===== src/rtl/strap_pkg.sv =====
package strap_pkg;

  typedef enum logic [1:0] {
    SEL_TGT  = 2'd0,
    SEL_CAP  = 2'd1,
    SEL_HIST = 2'd2,
    SEL_IDLE = 2'd3
  } sh_sel_e;

  localparam int MIX_MUL = 37;
  localparam int MIX_ROW = 5;
  localparam int MIX_MOD = 251;
  localparam int MIX_CUT = 125;

  // one entry of the GF(2) hash matrix: row j (signature bit), column k (state bit)
  function automatic bit mix_tap(input int j, input int k);
    return (((j + 1) * (k + 1) * MIX_MUL + MIX_ROW * j) % MIX_MOD) < MIX_CUT;
  endfunction

endpackage


===== src/rtl/strap_sig.sv =====
module strap_sig
  import strap_pkg::*;
#(
  parameter int SW   = 128,
  parameter int GW   = 16,
  parameter int KIND = 1
) (
  input  logic [SW-1:0] st,
  output logic [GW-1:0] sig
);

  localparam int STRIDE = SW / GW;

  generate
    if (KIND == 1) begin : g_hash
      always_comb begin
        for (int j = 0; j < GW; j++) begin
          logic acc;
          acc = 1'b0;
          for (int k = 0; k < SW; k++) begin
            if (mix_tap(j, k)) acc = acc ^ st[k];
          end
          sig[j] = acc;
        end
      end
    end else begin : g_pick
      for (genvar j = 0; j < GW; j++) begin : g_bit
        assign sig[j] = st[j * STRIDE];
      end
    end
  endgenerate

endmodule


===== src/rtl/strap_hist.sv =====
module strap_hist #(
  parameter int GW = 16,
  parameter int H  = 8
) (
  input  logic          clk,
  input  logic          rst_n,
  input  logic          rec_en,
  input  logic [GW-1:0] sig_in,
  input  logic          rd_restart,
  input  logic          rd_step,
  output logic          rd_bit
);

  localparam int AW = $clog2(H);
  localparam int BW = (GW > 1) ? $clog2(GW) : 1;

  logic [GW-1:0] ring [H];
  logic [AW-1:0] wptr;
  logic          full;
  logic [AW:0]   rd_ent;
  logic [BW-1:0] rd_bitc;
  logic [AW:0]   occ;
  logic [AW-1:0] rd_addr;
  logic          rd_valid;
  logic          rd_done;

  initial begin
    if ((1 << AW) != H || H < 2) $error("strap_hist: H must be a power of two, at least 2");
  end

  always_ff @(posedge clk) begin
    if (rec_en) ring[wptr] <= sig_in;
  end

  always_ff @(posedge clk) begin
    if (!rst_n) begin
      wptr <= '0;
      full <= 1'b0;
    end else if (rec_en) begin
      wptr <= wptr + AW'(1);
      if (wptr == AW'(H - 1)) full <= 1'b1;
    end
  end

  assign occ      = full ? (AW + 1)'(H) : {1'b0, wptr};
  assign rd_addr  = wptr - AW'(1) - rd_ent[AW-1:0];
  assign rd_valid = rd_ent < occ;
  assign rd_done  = rd_ent >= (AW + 1)'(H);
  assign rd_bit   = rd_valid ? ring[rd_addr][rd_bitc] : 1'b0;

  always_ff @(posedge clk) begin
    if (!rst_n || rd_restart) begin
      rd_ent  <= '0;
      rd_bitc <= '0;
    end else if (rd_step && !rd_done) begin
      if (rd_bitc == BW'(GW - 1)) begin
        rd_bitc <= '0;
        rd_ent  <= rd_ent + (AW + 1)'(1);
      end else begin
        rd_bitc <= rd_bitc + BW'(1);
      end
    end
  end

  AST_HIST_FROZEN: assert property (@(posedge clk) disable iff (!rst_n)
    !rec_en |=> $stable(wptr) && $stable(full));
  AST_FULL_STICKY: assert property (@(posedge clk) disable iff (!rst_n)
    full |=> full);
  AST_CURSOR_HOLD: assert property (@(posedge clk) disable iff (!rst_n)
    !rd_step && !rd_restart |=> $stable(rd_ent) && $stable(rd_bitc));

endmodule


===== src/rtl/strap_trig.sv =====
module strap_trig #(
  parameter int SW = 128
) (
  input  logic          clk,
  input  logic          rst_n,
  input  logic [SW-1:0] live,
  input  logic          arm_req,
  input  logic          resume_req,
  input  logic          tgt_shift,
  input  logic          tgt_din,
  input  logic          cap_shift,
  input  logic          cap_din,
  output logic          match_w,
  output logic          halt_q,
  output logic          armed_q,
  output logic          hit_q,
  output logic          tgt_lsb,
  output logic          cap_lsb
);

  logic [SW-1:0] tgt_q;
  logic [SW-1:0] cap_q;
  logic          eq_w;

  assign eq_w    = (live == tgt_q);
  assign match_w = armed_q && !halt_q && eq_w;
  assign tgt_lsb = tgt_q[0];
  assign cap_lsb = cap_q[0];

  always_ff @(posedge clk) begin
    if (!rst_n) begin
      halt_q  <= 1'b0;
      armed_q <= 1'b0;
      hit_q   <= 1'b0;
    end else begin
      hit_q <= match_w;
      if (match_w) begin
        halt_q  <= 1'b1;
        armed_q <= 1'b0;
      end else begin
        if (halt_q && resume_req) halt_q <= 1'b0;
        if (arm_req) armed_q <= 1'b1;
      end
    end
  end

  always_ff @(posedge clk) begin
    if (tgt_shift) tgt_q <= {tgt_din, tgt_q[SW-1:1]};
  end

  always_ff @(posedge clk) begin
    if (match_w)        cap_q <= live;
    else if (cap_shift) cap_q <= {cap_din, cap_q[SW-1:1]};
  end

  AST_MATCH_HALTS: assert property (@(posedge clk) disable iff (!rst_n)
    match_w |=> halt_q && !armed_q);
  AST_HALT_HOLDS: assert property (@(posedge clk) disable iff (!rst_n)
    halt_q && !resume_req |=> halt_q);
  AST_ARMED_BEFORE_HALT: assert property (@(posedge clk) disable iff (!rst_n)
    $rose(halt_q) |-> $past(armed_q));
  AST_TGT_STABLE: assert property (@(posedge clk) disable iff (!rst_n)
    !tgt_shift |=> $stable(tgt_q));
  AST_ARM_TAKES: assert property (@(posedge clk) disable iff (!rst_n)
    arm_req && !match_w |=> armed_q);

endmodule


===== src/rtl/state_trap.sv =====
module state_trap
  import strap_pkg::*;
#(
  parameter int SW   = 128,
  parameter int GW   = 16,
  parameter int H    = 8,
  parameter int KIND = 1
) (
  input  logic          clk,
  input  logic          rst_n,
  input  logic [SW-1:0] live_state,
  input  logic          arm_req,
  input  logic          resume_req,
  input  logic          sh_en,
  input  logic [1:0]    sh_sel,
  input  logic          sh_din,
  output logic          run_ok,
  output logic          armed,
  output logic          trap_hit,
  output logic          sh_dout
);

  sh_sel_e       sel_w;
  logic [GW-1:0] sig_w;
  logic          match_w;
  logic          halt_w;
  logic          tgt_shift_w;
  logic          cap_shift_w;
  logic          hist_step_w;
  logic          tgt_lsb_w;
  logic          cap_lsb_w;
  logic          hist_bit_w;

  assign sel_w       = sh_sel_e'(sh_sel);
  assign tgt_shift_w = sh_en && (sel_w == SEL_TGT);
  assign cap_shift_w = sh_en && (sel_w == SEL_CAP);
  assign hist_step_w = sh_en && (sel_w == SEL_HIST);
  assign run_ok      = !halt_w;

  strap_sig #(.SW(SW), .GW(GW), .KIND(KIND)) i_sig (
    .st  (live_state),
    .sig (sig_w)
  );

  strap_trig #(.SW(SW)) i_trig (
    .clk        (clk),
    .rst_n      (rst_n),
    .live       (live_state),
    .arm_req    (arm_req),
    .resume_req (resume_req),
    .tgt_shift  (tgt_shift_w),
    .tgt_din    (sh_din),
    .cap_shift  (cap_shift_w),
    .cap_din    (sh_din),
    .match_w    (match_w),
    .halt_q     (halt_w),
    .armed_q    (armed),
    .hit_q      (trap_hit),
    .tgt_lsb    (tgt_lsb_w),
    .cap_lsb    (cap_lsb_w)
  );

  strap_hist #(.GW(GW), .H(H)) i_hist (
    .clk        (clk),
    .rst_n      (rst_n),
    .rec_en     (run_ok),
    .sig_in     (sig_w),
    .rd_restart (match_w),
    .rd_step    (hist_step_w),
    .rd_bit     (hist_bit_w)
  );

  always_comb begin
    unique case (sel_w)
      SEL_TGT:  sh_dout = tgt_lsb_w;
      SEL_CAP:  sh_dout = cap_lsb_w;
      SEL_HIST: sh_dout = hist_bit_w;
      default:  sh_dout = 1'b0;
    endcase
  end

  AST_HIT_PULSE: assert property (@(posedge clk) disable iff (!rst_n)
    trap_hit |=> !trap_hit);
  AST_HIT_HALTED: assert property (@(posedge clk) disable iff (!rst_n)
    trap_hit |-> !run_ok);
  AST_RESUME_RUNS: assert property (@(posedge clk) disable iff (!rst_n)
    !run_ok && resume_req && !trap_hit |=> run_ok);

endmodule


===== config.mk =====
export PLATFORM = sky130hd
export DESIGN_NAME = state_trap
export DESIGN_NICKNAME = d
export VERILOG_FILES = /design/src/rtl/strap_pkg.sv /design/src/rtl/strap_sig.sv /design/src/rtl/strap_hist.sv /design/src/rtl/strap_trig.sv /design/src/rtl/state_trap.sv
export SDC_FILE = /design/constraint.sdc
export NUM_CORES = 1
export LEC_CHECK = 0
export ABC_AREA = 1
export BUFFER_PORTS_ARGS = -buffer_cell sky130_fd_sc_hd__buf_2
export CAP_MARGIN = 20
export CORE_UTILIZATION = 30
export DETAILED_ROUTE_END_ITERATION = 16
export MAX_ROUTING_LAYER = met4
export SETUP_SLACK_MARGIN = 0.5
export SLEW_MARGIN = 20
export SYNTH_ARGS = -nofsm -noshare
export SYNTH_HDL_FRONTEND = slang
export SYNTH_SLANG_ARGS = --single-unit
export TNS_END_PERCENT = 100

===== constraint.sdc =====
create_clock -name clk -period 26.7 [get_ports clk]
set_input_delay 2.67 -clock clk [delete_from_list [all_inputs] [get_ports clk]]
set_output_delay 2.67 -clock clk [all_outputs]
set_load 0.005 [all_outputs]

# After elaboration in Yosys (flattened, before gate mapping)
# Memories as Yosys holds them, arrays and structs flattened.
# Cells that the tools add are included.
[word_totals] output_inout_bits=4 ram_bits=128 mem_count=1 regBits=271
[memory_table] memory="i_hist.ring" depth=8 width=16 rd=1 rd_clocked_by_memory_dff=0 wr=1 line_no="strap_hist.sv:17" source="logic [GW-1:0] ring [H];"
[op_classes] order_cmp=3 addsub=5 eq_ne=5 reduce_logical=17 bitwise=994 mux=11
[ops] operator="$xor A1 B1 Y1" n=992
[ops] operator="$mux W128" n=2
[ops] operator="$eq A128 B128 Y1" n=1
[ops] operator="$add A4 B1 Y4 const B" n=2
[ops] operator="$mux W4" n=2
[ops] operator="$logic_and A1 B1 Y1" n=7
[ops] operator="$lt A4 B5 Y1 const B" n=1
[ops] operator="$mux W1" n=5
[ops] operator="$bmux W1 S4" n=1
[ops] operator="$eq A4 B4 Y1 const B" n=1
[ops] operator="$ge A4 B4 Y1 const B" n=1
[ops] operator="$lt A4 B4 Y1" n=1
[ops] operator="$reduce_and A2 Y1" n=2
[ops] operator="$reduce_bool A2 Y1" n=2
[ops] operator="$add A3 B1 Y3 const B" n=1
[ops] operator="$eq A3 B3 Y1 const B" n=1
[ops] operator="$logic_not A1 Y1" n=3
[ops] operator="$pmux W1 S3" n=1
[ops] operator="$sub A3 B1 Y3 const B" n=1
[ops] operator="$sub A3 B3 Y3" n=1
[ops] operator="$eq A2 B1 Y1 const B" n=1
[ops] operator="$eq A2 B2 Y1 const B" n=1
[ops] operator="$logic_not A2 Y1" n=1
[ops] operator="$not A1 Y1" n=2
[ops] operator="other kinds (2)" n=2

# Longest topological paths before layout
# Gate-level depths: netlist of run 1.
[depth] depth_word=66 depth_mapped=21 ltp_nobuf=20

# Hierarchy
# From an unflattened synthesis of run 1, not the netlist that was laid out.
[hier_totals] cells_unflattened=4216 hier_area_um2=31280.0
[by_module_without_submodules] mod="strap_trig" cells_per_inst=1616 seq_area_each_um2=7747.4 n_inst=1 area_each_um2=13584.3
[by_module_without_submodules] mod="strap_sig" cells_per_inst=2029 seq_area_each_um2=0.0 n_inst=1 area_each_um2=11584.9
[by_module_without_submodules] mod="strap_hist" cells_per_inst=560 seq_area_each_um2=4083.9 n_inst=1 area_each_um2=6060.8
[by_module_without_submodules] mod="state_trap" cells_per_inst=11 seq_area_each_um2=0.0 n_inst=1 area_each_um2=50.0

# Worst setup path after synthesis of run 1
# No wires, ideal clock.
[synth_timing] path_type="in2reg" start="input port sh_sel[0]" end="register i_trig.tgt_q[0] (enable)" stages=1 path_buffers=0 arrival_time_ns=11.504 path_slack_ns=14.422 setup_ns=0.774 path_cell_list="nor3_1"
[synth_via] elab_chain_cells=2
[synth_lines] item="start: declaration" line_no="state_trap.sv:15" source="input logic [1:0] sh_sel,"
[synth_lines] item="$logic_not A2 Y1" line_no="state_trap.sv:35" source="assign tgt_shift_w = sh_en && (sel_w == SEL_TGT);"
[synth_lines] item="$logic_and A1 B1 Y1" line_no="state_trap.sv:35"
[synth_lines] item="end signal: assignment" line_no="strap_trig.sv:48" source="if (tgt_shift) tgt_q <= {tgt_din, tgt_q[SW-1:1]};"
[synth_lines] item="end: declaration" line_no="strap_trig.sv:21" source="logic [SW-1:0] tgt_q;"
# Every way passes these cells.
# A chain may end at the register's enable or synchronous reset.

# Worst setup path after layout of run 1
[layout_timing] start="register i_hist.rd_ent[0]" end="output port sh_dout"
[layout_via] elab_chain_cells=6 elab_cells_between_ends=7
[layout_lines] item="start: declaration" line_no="strap_hist.sv:20" source="logic [AW:0] rd_ent;"
[layout_lines] item="start signal: assignment" line_no="strap_hist.sv:58" source="rd_ent <= rd_ent + (AW + 1)'(1);"
[layout_lines] item="$sub A3 B3 Y3" line_no="strap_hist.sv:46" source="assign rd_addr = wptr - AW'(1) - rd_ent[AW-1:0];"
[layout_lines] item="$mem_v2 Z8 W16"
[layout_lines] item="$bmux W1 S4" line_no="strap_hist.sv:49" source="assign rd_bit = rd_valid ? ring[rd_addr][rd_bitc] : 1'b0;"
[layout_lines] item="$mux W1 (implied by the code)" line_no="strap_hist.sv:49"
[layout_lines] item="$mux W1 *" line_no="strap_hist.sv:49"
[layout_lines] item="$pmux W1 S3 *" line_no="state_trap.sv:74" source="unique case (sel_w)"
[layout_lines] item="end: declaration" line_no="state_trap.sv:20" source="output logic sh_dout"
# Mark *: on every way between the ends. The rest lies on a longest branch, timed or not. The select of a mux whose other input is x is not followed.

==> results of run 1 <==
==> synth_stat cells, types with 2 or more instances <==
cell type     n
a21o_1        3
a21oi_1      11
buf_2        98
buf_4        42
buf_6        14
clkbuf_1     25
clkbuf_2      2
clkinv_1      7
dfxtp_1      15
edfxtp_1    384
ha_1          9
inv_1       399
inv_2        19
nand2_1    1471
nand2_2       3
nand2b_1      4
nand3_1     387
nand3b_1     39
nand4_1      81
nor2_1      200
nor3_1       35
nor3b_1       3
nor4_1       15
o211ai_1      9
o21ai_0      86
o21ai_1       2
o22ai_1      15
o31ai_1       2
or2_1         9
or2_2        77
xnor2_1     258
xor2_1      244
==> report_power, final <==
| group | switching (mW) | internal, mW | leakage (nW) |
|---|---|---|---|
| logic | 0.492 | 0.196 | 10.8 |
| registers | 0.0133 | 0.781 | 3.65 |
| clock network | 0.272 | 0.374 | 0.730 |
| total | 0.778 | 1.35 | 15.1 |
==> worst register-to-register path, stage by stage, from the launching register on <==
cell      delay (ps)
edfxtp_1         390
inv_1            370
nor2_1            80
nor3_1           170
nand4_1          120
nor3_1           170
nand4_1          120
nor2_1           180
nand3_1          370
nand2_4          850
buf_4            850
==> sequential cells by signal, indices dropped and copies added, names as in the netlist, 3 cells and up <==
name            count
i_hist.rd_ent       4
i_hist.wptr         3
i_hist.rd_bitc      4
i_trig.tgt_q      128
i_trig.cap_q      128
i_hist.ring       128
==> through the flow <==
| stage | std cells | setup WS [ps] | area, sq um | total power, mW | util (%) |
|---|---|---|---|---|---|
| floorplan | 3983 | 14420 | 29700 | 1.26 | - |
| global placement | 5251 | 19740 | 31200 | 1.47 | 31.7 |
| detailed placement | 5251 | 19760 | 31200 | 1.48 | 31.7 |
| CTS | 5335 | 19720 | 32700 | 2.13 | 33.3 |
| global route | 5336 | 19520 | 32700 | 2.23 | 33.3 |
| finish | 5336 | 19860 | 32700 | 2.13 | 33.3 |
==> metal layers <==
layer | GRT usage, % | up-vias | share of wire, %
li1 | - | 12732 | -
met1 | 31.9 | 12794 | 40
met2 | 39.4 | 1259 | 44
met3 | 3.42 | 365 | 8.2
met4 | 14.8 | 0 | 7.1
met5 | - | - | 0
==> final timing paths <==
path | end
hold / removal | i_trig.tgt_q[92]
hold reg to reg | i_trig.tgt_q[92]
setup / recovery | sh_dout
setup reg to reg | i_trig.cap_q[26]
==> kinds of logic after synthesis <==
family	count (synthesis)	share of synthesized area [%]
AO/OA/AOI/OAI	132	2.44
adder cells (fa/ha/maj)	10	0.446
buffers and inverters	608	8.98
XOR/XNOR	504	14.9
flip-flops	399	39.8
multiplexers	1	0.0379
AND/OR/NAND/NOR	2329	33.4
==> cell type report <==
| class | count | area share (%) |
|---|---|---|
| well taps | 1287 | 4.92 |
| multi-input cells | 2976 | 46.7 |
| repair buffers | 163 | 2.68 |
| clock buffers | 61 | 3.85 |
| clock inverters | 23 | 0.784 |
| inverters | 426 | 4.89 |
| diodes | 1 | 0.00765 |
| flip-flops and latches | 399 | 36.2 |
==> flow_metrics.tcl, run 1 <==
set metrics [dict create \
    core_area_sq_um 98300 \
    hold_path_class "reg -> reg" \
    nNetsFinal 4159 \
    synth_cell_types 47 \
    path_cells "inv_1 > ha_2 > inv_1 > fa_1 > inv_1 > nand2_1 > nand2_1 > clkinv_1 > nor2_1 > nor2_1 > o21ai_0 > nand3_1 > nand3_1 > nand3_1 > nand3_1 > nand2_1 > buf_2" \
    dieWidth_um 317 \
    cp.arrival_ps 4170 \
    numPortBuffers 139 \
    clockRootBuffer "clkbuf_16" \
    crit_type "reg -> out" \
    endpoint_kind "output pin" \
    yosys.area.top_type "edfxtp_1" \
    timing.fmax_mhz 146 \
    avgSynthCellArea_sq_um 7.47 \
    syn-instance-count 3983 \
    postCtsSetupBuffers 0 \
    hold_depth 0 \
    r2r_slack_ps 22580 \
    hold_viol 0 \
    grt.total_usage_pct 25.5 \
    tns_ps 0 \
    grt_pass1_wl_um 177000 \
    wirelength_um 126000 \
    cp-start-kind "register" \
    layout_commonest_cell "nand2_1" \
    ant_nets 0 \
    seq_area_sq_um 11800 \
    ios 140 \
    start_util_pct 30.3 \
    syn-cell-area_sq_um 29700 \
    maxCapViolations 0 \
    leakagePower_nw 15.1 \
    worst-path-stages 17 \
    overflow 0 \
    yosysSeqAreaShare_pct 39.8 \
    ys_seq_elements 399 \
    critical_path_buf_inv_count 5 \
    h-tree-depth 2 \
    startpoint "i_hist.rd_ent[0]" \
    synth_nets 4129 \
    status "complete, no violations" \
    power_density_nw_per_um2 65.1 \
    hold_slack_ps 454 \
    vias_per_cell 5.09 \
    crit_family "simple AND/OR/NAND/NOR gates" \
    antenna_found_initial 2 \
    crit_required_ps 24030 \
    synth_edf_count 384 \
    drv_slew 0 \
    clk_latency_ps 610 \
    critPathSlowestCell "nand2_1" \
    ys_warn_count 0 \
    grt_pass1_vias 25059 \
    peakVddDrop_v 0.0000412 \
    cp_common_cell "nand3_1" \
    worstRegToRegCells 10 \
    finalClockSkew_ps 33.9 \
    routedWlPerCell_um 23.6 \
    mostFrequentLayoutCells "nand2_1 (1470), inv_1 (399), nand3_1 (387), edfxtp_1 (384), xnor2_1 (258)" \
    gp_congestion 1.07 \
    min_from "i_trig.tgt_q[93]" \
    drtIter0Drc 2936 \
    hold_buffers 0 \
    async_flop_share_pct 0 \
    area_growth_pct 9.97 \
    setup_viol 0 \
    drive_above_1_share_pct 8.40 \
    ys_top_cells_by_area "edfxtp_1 (39%), nand2_1 (19%), xnor2_1 (7.6%)" \
    slew_headroom_pct 27.3 \
    cp_max_fo 23 \
    cts_tree "yes" \
    multiInputGateArea_sq_um 15300 \
    worst_pin_slew_ps 1080 \
    hpwl_um 97900 \
    rsz0062_at_grt "false" \
    num_rows 115 \
    final.period_utilization_pct 25.6 \
    fillCellCount 10391 \
    clk_pin_slew_ps 60 \
    cts_resized 0 \
    max_stage_delay_ps 700 \
    cts_buffers 47 \
    dr.pass1.iters 6 \
    synth_ff_type "edfxtp_1" \
    cts_buffer_depth 3 \
    fin_crit_ps 6840 \
    dieArea_sq_um 100000 \
    vias 27150 \
    reg2reg_from "i_trig.tgt_q[0]" \
    grt_max_degree 75 \
    dieHeight_um 317 \
    cts.sinks 399 \
    synth_top_area_share_pct 38.8 \
    drc 0 \
]
Power figures use the tool's default switching activity.
==> run 2: changes to the inputs <==
- clock period: 26.7 -> 6.5 ns (I/O delays scaled with it)
==> run 2 against run 1 <==
Net effect: sequential power grew to 4.1 times the previous value; largest cell class unchanged; power grew to 4.3 times the previous value; clock skew grew 0.69 ps; die area is the same; sequential share of layout area shrank 0.32 points; combinational power grew to 4.2 times the previous value; largest power group unchanged; register-to-register slack lost 20000 ps.
==> flow_metrics.tcl, run 2 (same netlist as run 1, synthesis figures left out) <==
set metrics [dict create \
    overflow 0 \
    placed_cells 5249 \
    cts.sinks 399 \
    clockRootBuffer "clkbuf_16" \
    drive_above_1_share_pct 8.64 \
    clk_pin_slew_ps 60 \
    setup_viol 0 \
    hpwl_um 102000 \
    hold_viol 0 \
    fin_crit_ps 4760 \
    leakagePower_nw 15.3 \
    vias 27085 \
    final_core_util_pct 33.6 \
    start_util_pct 30.3 \
    dieWidth_um 317 \
    dieHeight_um 317 \
    num_rows 115 \
    top_regs "i_hist.ring (128), i_trig.cap_q (128), i_trig.tgt_q (128)" \
    nNetsFinal 4158 \
    drv_slew 0 \
    gr-usage-met3_pct 3.98 \
    dr.pass1.iters 6 \
    clk_latency_ps 610 \
    seq_area_sq_um 11800 \
    grt_max_degree 129 \
    grt_pass1_vias 24825 \
    layout.cells.non_filler 5341 \
    mostFrequentLayoutCells "nand2_1 (1470), inv_1 (399), nand3_1 (387), edfxtp_1 (384), xnor2_1 (258)" \
    cp_max_fo 33 \
    cts_resized 0 \
    tns_ps 0 \
    slew_headroom_pct 31.0 \
    grt_pass1_wl_um 182000 \
    grt.total_usage_pct 26.4 \
    min_from "sh_din" \
    peakVddDrop_v 0.000173 \
    ant_nets 0 \
    hold_buffers 0 \
    endpoint_kind "output pin" \
    hold_depth 1 \
    core_area_sq_um 98300 \
    crit_type "reg -> out" \
    hold_slack_ps 252 \
    switchingPower_mw 3.34 \
    h-tree-depth 2 \
    p_int_mw 5.86 \
    r2r_slack_ps 2580 \
    pwr-share-comb_pct 31.4 \
    ios 140 \
    numPortBuffers 139 \
    hold_path_class "in -> reg" \
    final.period_utilization_pct 73.2 \
    cp-start-kind "register" \
    cts_buffers 48 \
    multiInputGateArea_sq_um 15300 \
    routedWlPerCell_um 24.4 \
    layout_commonest_cell "nand2_1" \
    rsz0062_at_grt "false" \
    gr-usage-met1_pct 32.7 \
    place_area_sq_um 31200 \
    cts_buffer_depth 3 \
    seq_power_share_pct 35.5 \
    vias_per_cell 5.07 \
    pre_cts_ws_ps 2060 \
    sw_frac_of_total_pct 36.3 \
    grt_use_met2_pct 41.2 \
    dieArea_sq_um 100000 \
    r2r-end "i_trig.cap_q[118]" \
    design_area_sq_um 33000 \
    timing.fmax_mhz 210 \
    drc 0 \
    crit_required_ps 5850 \
    drtIter0Drc 3113 \
    cts_tree "yes" \
    finalClockSkew_ps 34.5 \
    power_density_nw_per_um2 279 \
    total_power_mw 9.20 \
    reg2reg_from "i_trig.tgt_q[104]" \
    min_to "i_trig.tgt_q[127]" \
    postCtsSetupBuffers 0 \
    wirelength_um 130000 \
    grt_busiest_layer "met2" \
    area_growth_pct 10.9 \
    fillCellCount 10431 \
    worstRegToRegCells 12 \
    maxCapViolations 0 \
    worst_pin_slew_ps 1030 \
    gp_congestion 1.08 \
    status "complete, no violations" \
    setup_ws_ps 1740 \
    antenna_found_initial 3 \
    power_frac_clock_pct 33.1 \
    cp.arrival_ps 4110 \
]
-- run 2: cell count changes in the layout (fill, tap and decap cells not counted), sizes merged --
cell,change
clkbuf,-8
diode,+1
inv,-3
clkinvlp,+1
bufinv,+7
buf,-2
clkinv,+9
-- run 2: worst max path at each step --
stage	slack, ps	startpoint	to	cells after the start
final	1740	i_hist.rd_ent[0]	sh_dout	17
after global routing	1360	i_hist.rd_ent[0]	sh_dout	17
after CTS	1660	i_hist.rd_ent[0]	sh_dout	17
after detailed placement	2060	live_state[99]	i_trig.cap_q[118]	12
after global placement	2040	live_state[79]	i_trig.cap_q[2]	13
after floorplan	1580	live_state[92]	i_trig.cap_q[0]	11
-- run 2: power by group through the flow --
stage	registers [mW]	logic [mW]	clock network (mW)
floorplan	3.30	1.86	0
global placement	3.32	2.80	0
detailed placement	3.32	2.84	0
CTS	3.27	2.85	3.08
global route	3.28	3.15	3.18
finish	3.27	2.89	3.05
-- run 2: area by class of cell --
class                      count  share of cell area (%)
timing repair buffer         161                    2.76
antenna                        2                  0.0152
sequential                   399                    35.9
clock buffer                  53                    3.83
inverter                     426                    4.85
clock inverter                37                    1.51
multi-input combinational   2976                    46.3
tap                         1287                    4.88
-- run 2: worst max-delay path, stage by stage (launching register included) --
cell     delay [ps]
dfxtp_1         370
inv_1           100
ha_2            190
inv_1            60
fa_1            400
buf_4           260
inv_1           780
o21ai_0         220
o22ai_1         160
nor2_1           70
nor2_1           90
o21ai_0         110
nand3_1          90
nand3_1          70
nand3_1         120
nand3_1         180
nand2_1         120
buf_2           110
-- run 2: metal layers --
| metal | vias up | share of wire [%] | routed length (um) |
|---|---|---|---|
| met4 | 0 | 6.5 | 8460 |
| met5 | - | 0 | 0 |
| met1 | 12728 | 40 | 52200 |
| met2 | 1292 | 45 | 59000 |
| met3 | 322 | 8.1 | 10500 |
| li1 | 12743 | - | - |
==> run 3: changes to the inputs <==
- clock period: 6.5 -> 4.4 ns (I/O delays scaled with it)
==> run 3 against run 2 <==
Net effect: the flow now finishes with violations (DRC); global-route usage rose by 0.68 points; combinational power up 50%; non-clock buffer count up 44; die area stayed put; worst setup slack lost 1100 ps; largest cell class unchanged; highest routed layer unchanged.
==> flow_metrics.tcl, run 3 (same netlist as run 1, synthesis figures left out) <==
set metrics [dict create \
    power_frac_clock_pct 30.3 \
    clockRootBuffer "clkbuf_16" \
    drv_slew 0 \
    setup_viol 0 \
    dieWidth_um 317 \
    ant_nets 0 \
    cts_buffers 48 \
    antenna_found_initial 5 \
    numPortBuffers 139 \
    start_util_pct 30.3 \
    crit_type "reg -> out" \
    fin_crit_ps 3760 \
    final.period_utilization_pct 85.5 \
    ios 140 \
    critPathSlowestCell "fa_1" \
    rsz0062_at_grt "false" \
    cp.arrival_ps 3320 \
    gp_congestion 1.11 \
    slew_headroom_pct 26.4 \
    top_regs "i_hist.ring (128), i_trig.cap_q (128), i_trig.tgt_q (128)" \
    cts_buffer_depth 3 \
    cp_common_cell "nand3_2" \
    dieHeight_um 317 \
    cts_tree "yes" \
    clk_latency_ps 640 \
    grt.total_usage_pct 27.1 \
    peakVddDrop_v 0.000321 \
    hold_slack_ps 27.6 \
    crit_required_ps 3960 \
    worstRegToRegCells 10 \
    num_rows 115 \
    drc 4 \
    pwr-share-comb_pct 33.0 \
    leakagePower_nw 15.4 \
    place_area_sq_um 31600 \
    seq_power_share_pct 36.7 \
    wirelength_um 134000 \
    mostFrequentLayoutCells "nand2_1 (1469), inv_1 (396), edfxtp_1 (384), nand3_1 (379), xnor2_1 (258)" \
    sw_frac_of_total_pct 37.4 \
    hold_buffers 0 \
    p_int_mw 8.21 \
    reg2reg_from "i_trig.tgt_q[0]" \
    r2r_slack_ps 1060 \
    design_area_sq_um 33300 \
    grt_max_degree 129 \
    layout_commonest_cell "nand2_1" \
    max_stage_delay_ps 490 \
    maxCapViolations 0 \
    tns_ps 0 \
    path_cells "inv_2 > ha_2 > inv_1 > fa_1 > buf_6 > clkinvlp_4 > buf_12 > o21ai_1 > o22ai_1 > or2_2 > nand3_2 > nand3_2 > nand3_2 > nand3_2 > nand3_2 > nand2_2 > buf_2" \
    min_from "arm_req" \
    overflow 0 \
    finalClockSkew_ps 42.3 \
    cts.sinks 399 \
    area_growth_pct 12.1 \
    dieArea_sq_um 100000 \
    endpoint_kind "output pin" \
    nNetsFinal 4202 \
    grt_pass1_wl_um 185000 \
    final_core_util_pct 33.9 \
    status "finished with violations" \
    vias_per_cell 5.01 \
    routedWlPerCell_um 24.8 \
    fillCellCount 10400 \
    hold_viol 0 \
    clk_pin_slew_ps 60 \
    pre_cts_ws_ps 676 \
    cp-start-kind "register" \
    h-tree-depth 2 \
    power_density_nw_per_um2 394 \
    dr.pass1.iters 12 \
    grt_pass1_vias 24696 \
    vias 27003 \
    drive_above_1_share_pct 9.69 \
    min_to "i_trig.armed_q" \
    hpwl_um 105000 \
    core_area_sq_um 98300 \
    timing.fmax_mhz 266 \
    drtIter0Drc 2802 \
    switchingPower_mw 4.91 \
    hold_path_class "in -> reg" \
    worst_pin_slew_ps 1090 \
    r2r-end "i_trig.cap_q[21]" \
    cp_max_fo 8 \
    violations "DRC" \
    hold_depth 3 \
    setup_ws_ps 640 \
]
[run 3: cell count changes in the layout (fill, tap and decap cells not counted), sizes merged]
| cell | delta |
|---|---|
| diode | +3 |
| bufinv | -8 |
| inv | +1 |
| clkinvlp | -1 |
| buf | +42 |
| clkbuf | +7 |
| clkinv | +3 |
[run 3: worst max path at each step]
stage                     slack (ps)              from               end
after floorplan                  450             sh_en   i_trig.tgt_q[0]
after CTS                        540  i_hist.rd_ent[0]           sh_dout
final                            640  i_hist.rd_ent[0]           sh_dout
after global routing             480  i_hist.rd_ent[0]           sh_dout
after global placement           680    live_state[79]  i_trig.cap_q[57]
after detailed placement         680    live_state[79]  i_trig.cap_q[45]
[run 3: layer usage]
metal	share of wire [%]	wire length (um)	global-route usage, %
met5	0	0	-
met4	7.5	9990	16.6
met1	40	53900	33.0
met3	6.8	9080	3.53
met2	45	60700	42.5
[run 3: what timing repair did]
item                       CTS  global route
setup endpoints to repair    1             1
buffers inserted             3             1
gates resized for setup      7            21
pin swaps                    0             8
cloned                       0             3
[run 3: power groups by stage]
stage                     clock network (mW)  logic [mW]  registers (mW)
after global placement                     0        4.13            4.89
after CTS                               4.04        4.22            4.82
after detailed placement                   0        4.18            4.90
after global routing                    4.16        4.72            4.84
after floorplan                            0        2.75            4.87
final                                   3.98        4.33            4.82
[run 3: through the flow]
stage	total power [mW]	instances
after global routing	13.7	5387
after CTS	13.1	5379
after global placement	9.02	5286
final	13.1	5388
after detailed placement	9.08	5286
after floorplan	7.62	3983
[run 3: worst max-delay path: cells and delay by family (launching register included)]
kind	cells	cell delay [ps]
AOI/OAI and AO/OA	2	160
adders and majority gates	2	640
buffers and inverters	6	770
DFF	1	360
and+or+nand+nor	7	730
[run 3: area by class of cell]
class	count	area (sq um)	share of cell area, %
clock inverters	32	322	0.965
diodes	5	12.5	0.0375
inverters	426	1620	4.85
well taps	1287	1610	4.83
repair buffers	205	1380	4.14
multi-input cells	2976	15300	46.0
flip-flops and latches	399	11800	35.5
clock buffers	58	1240	3.72
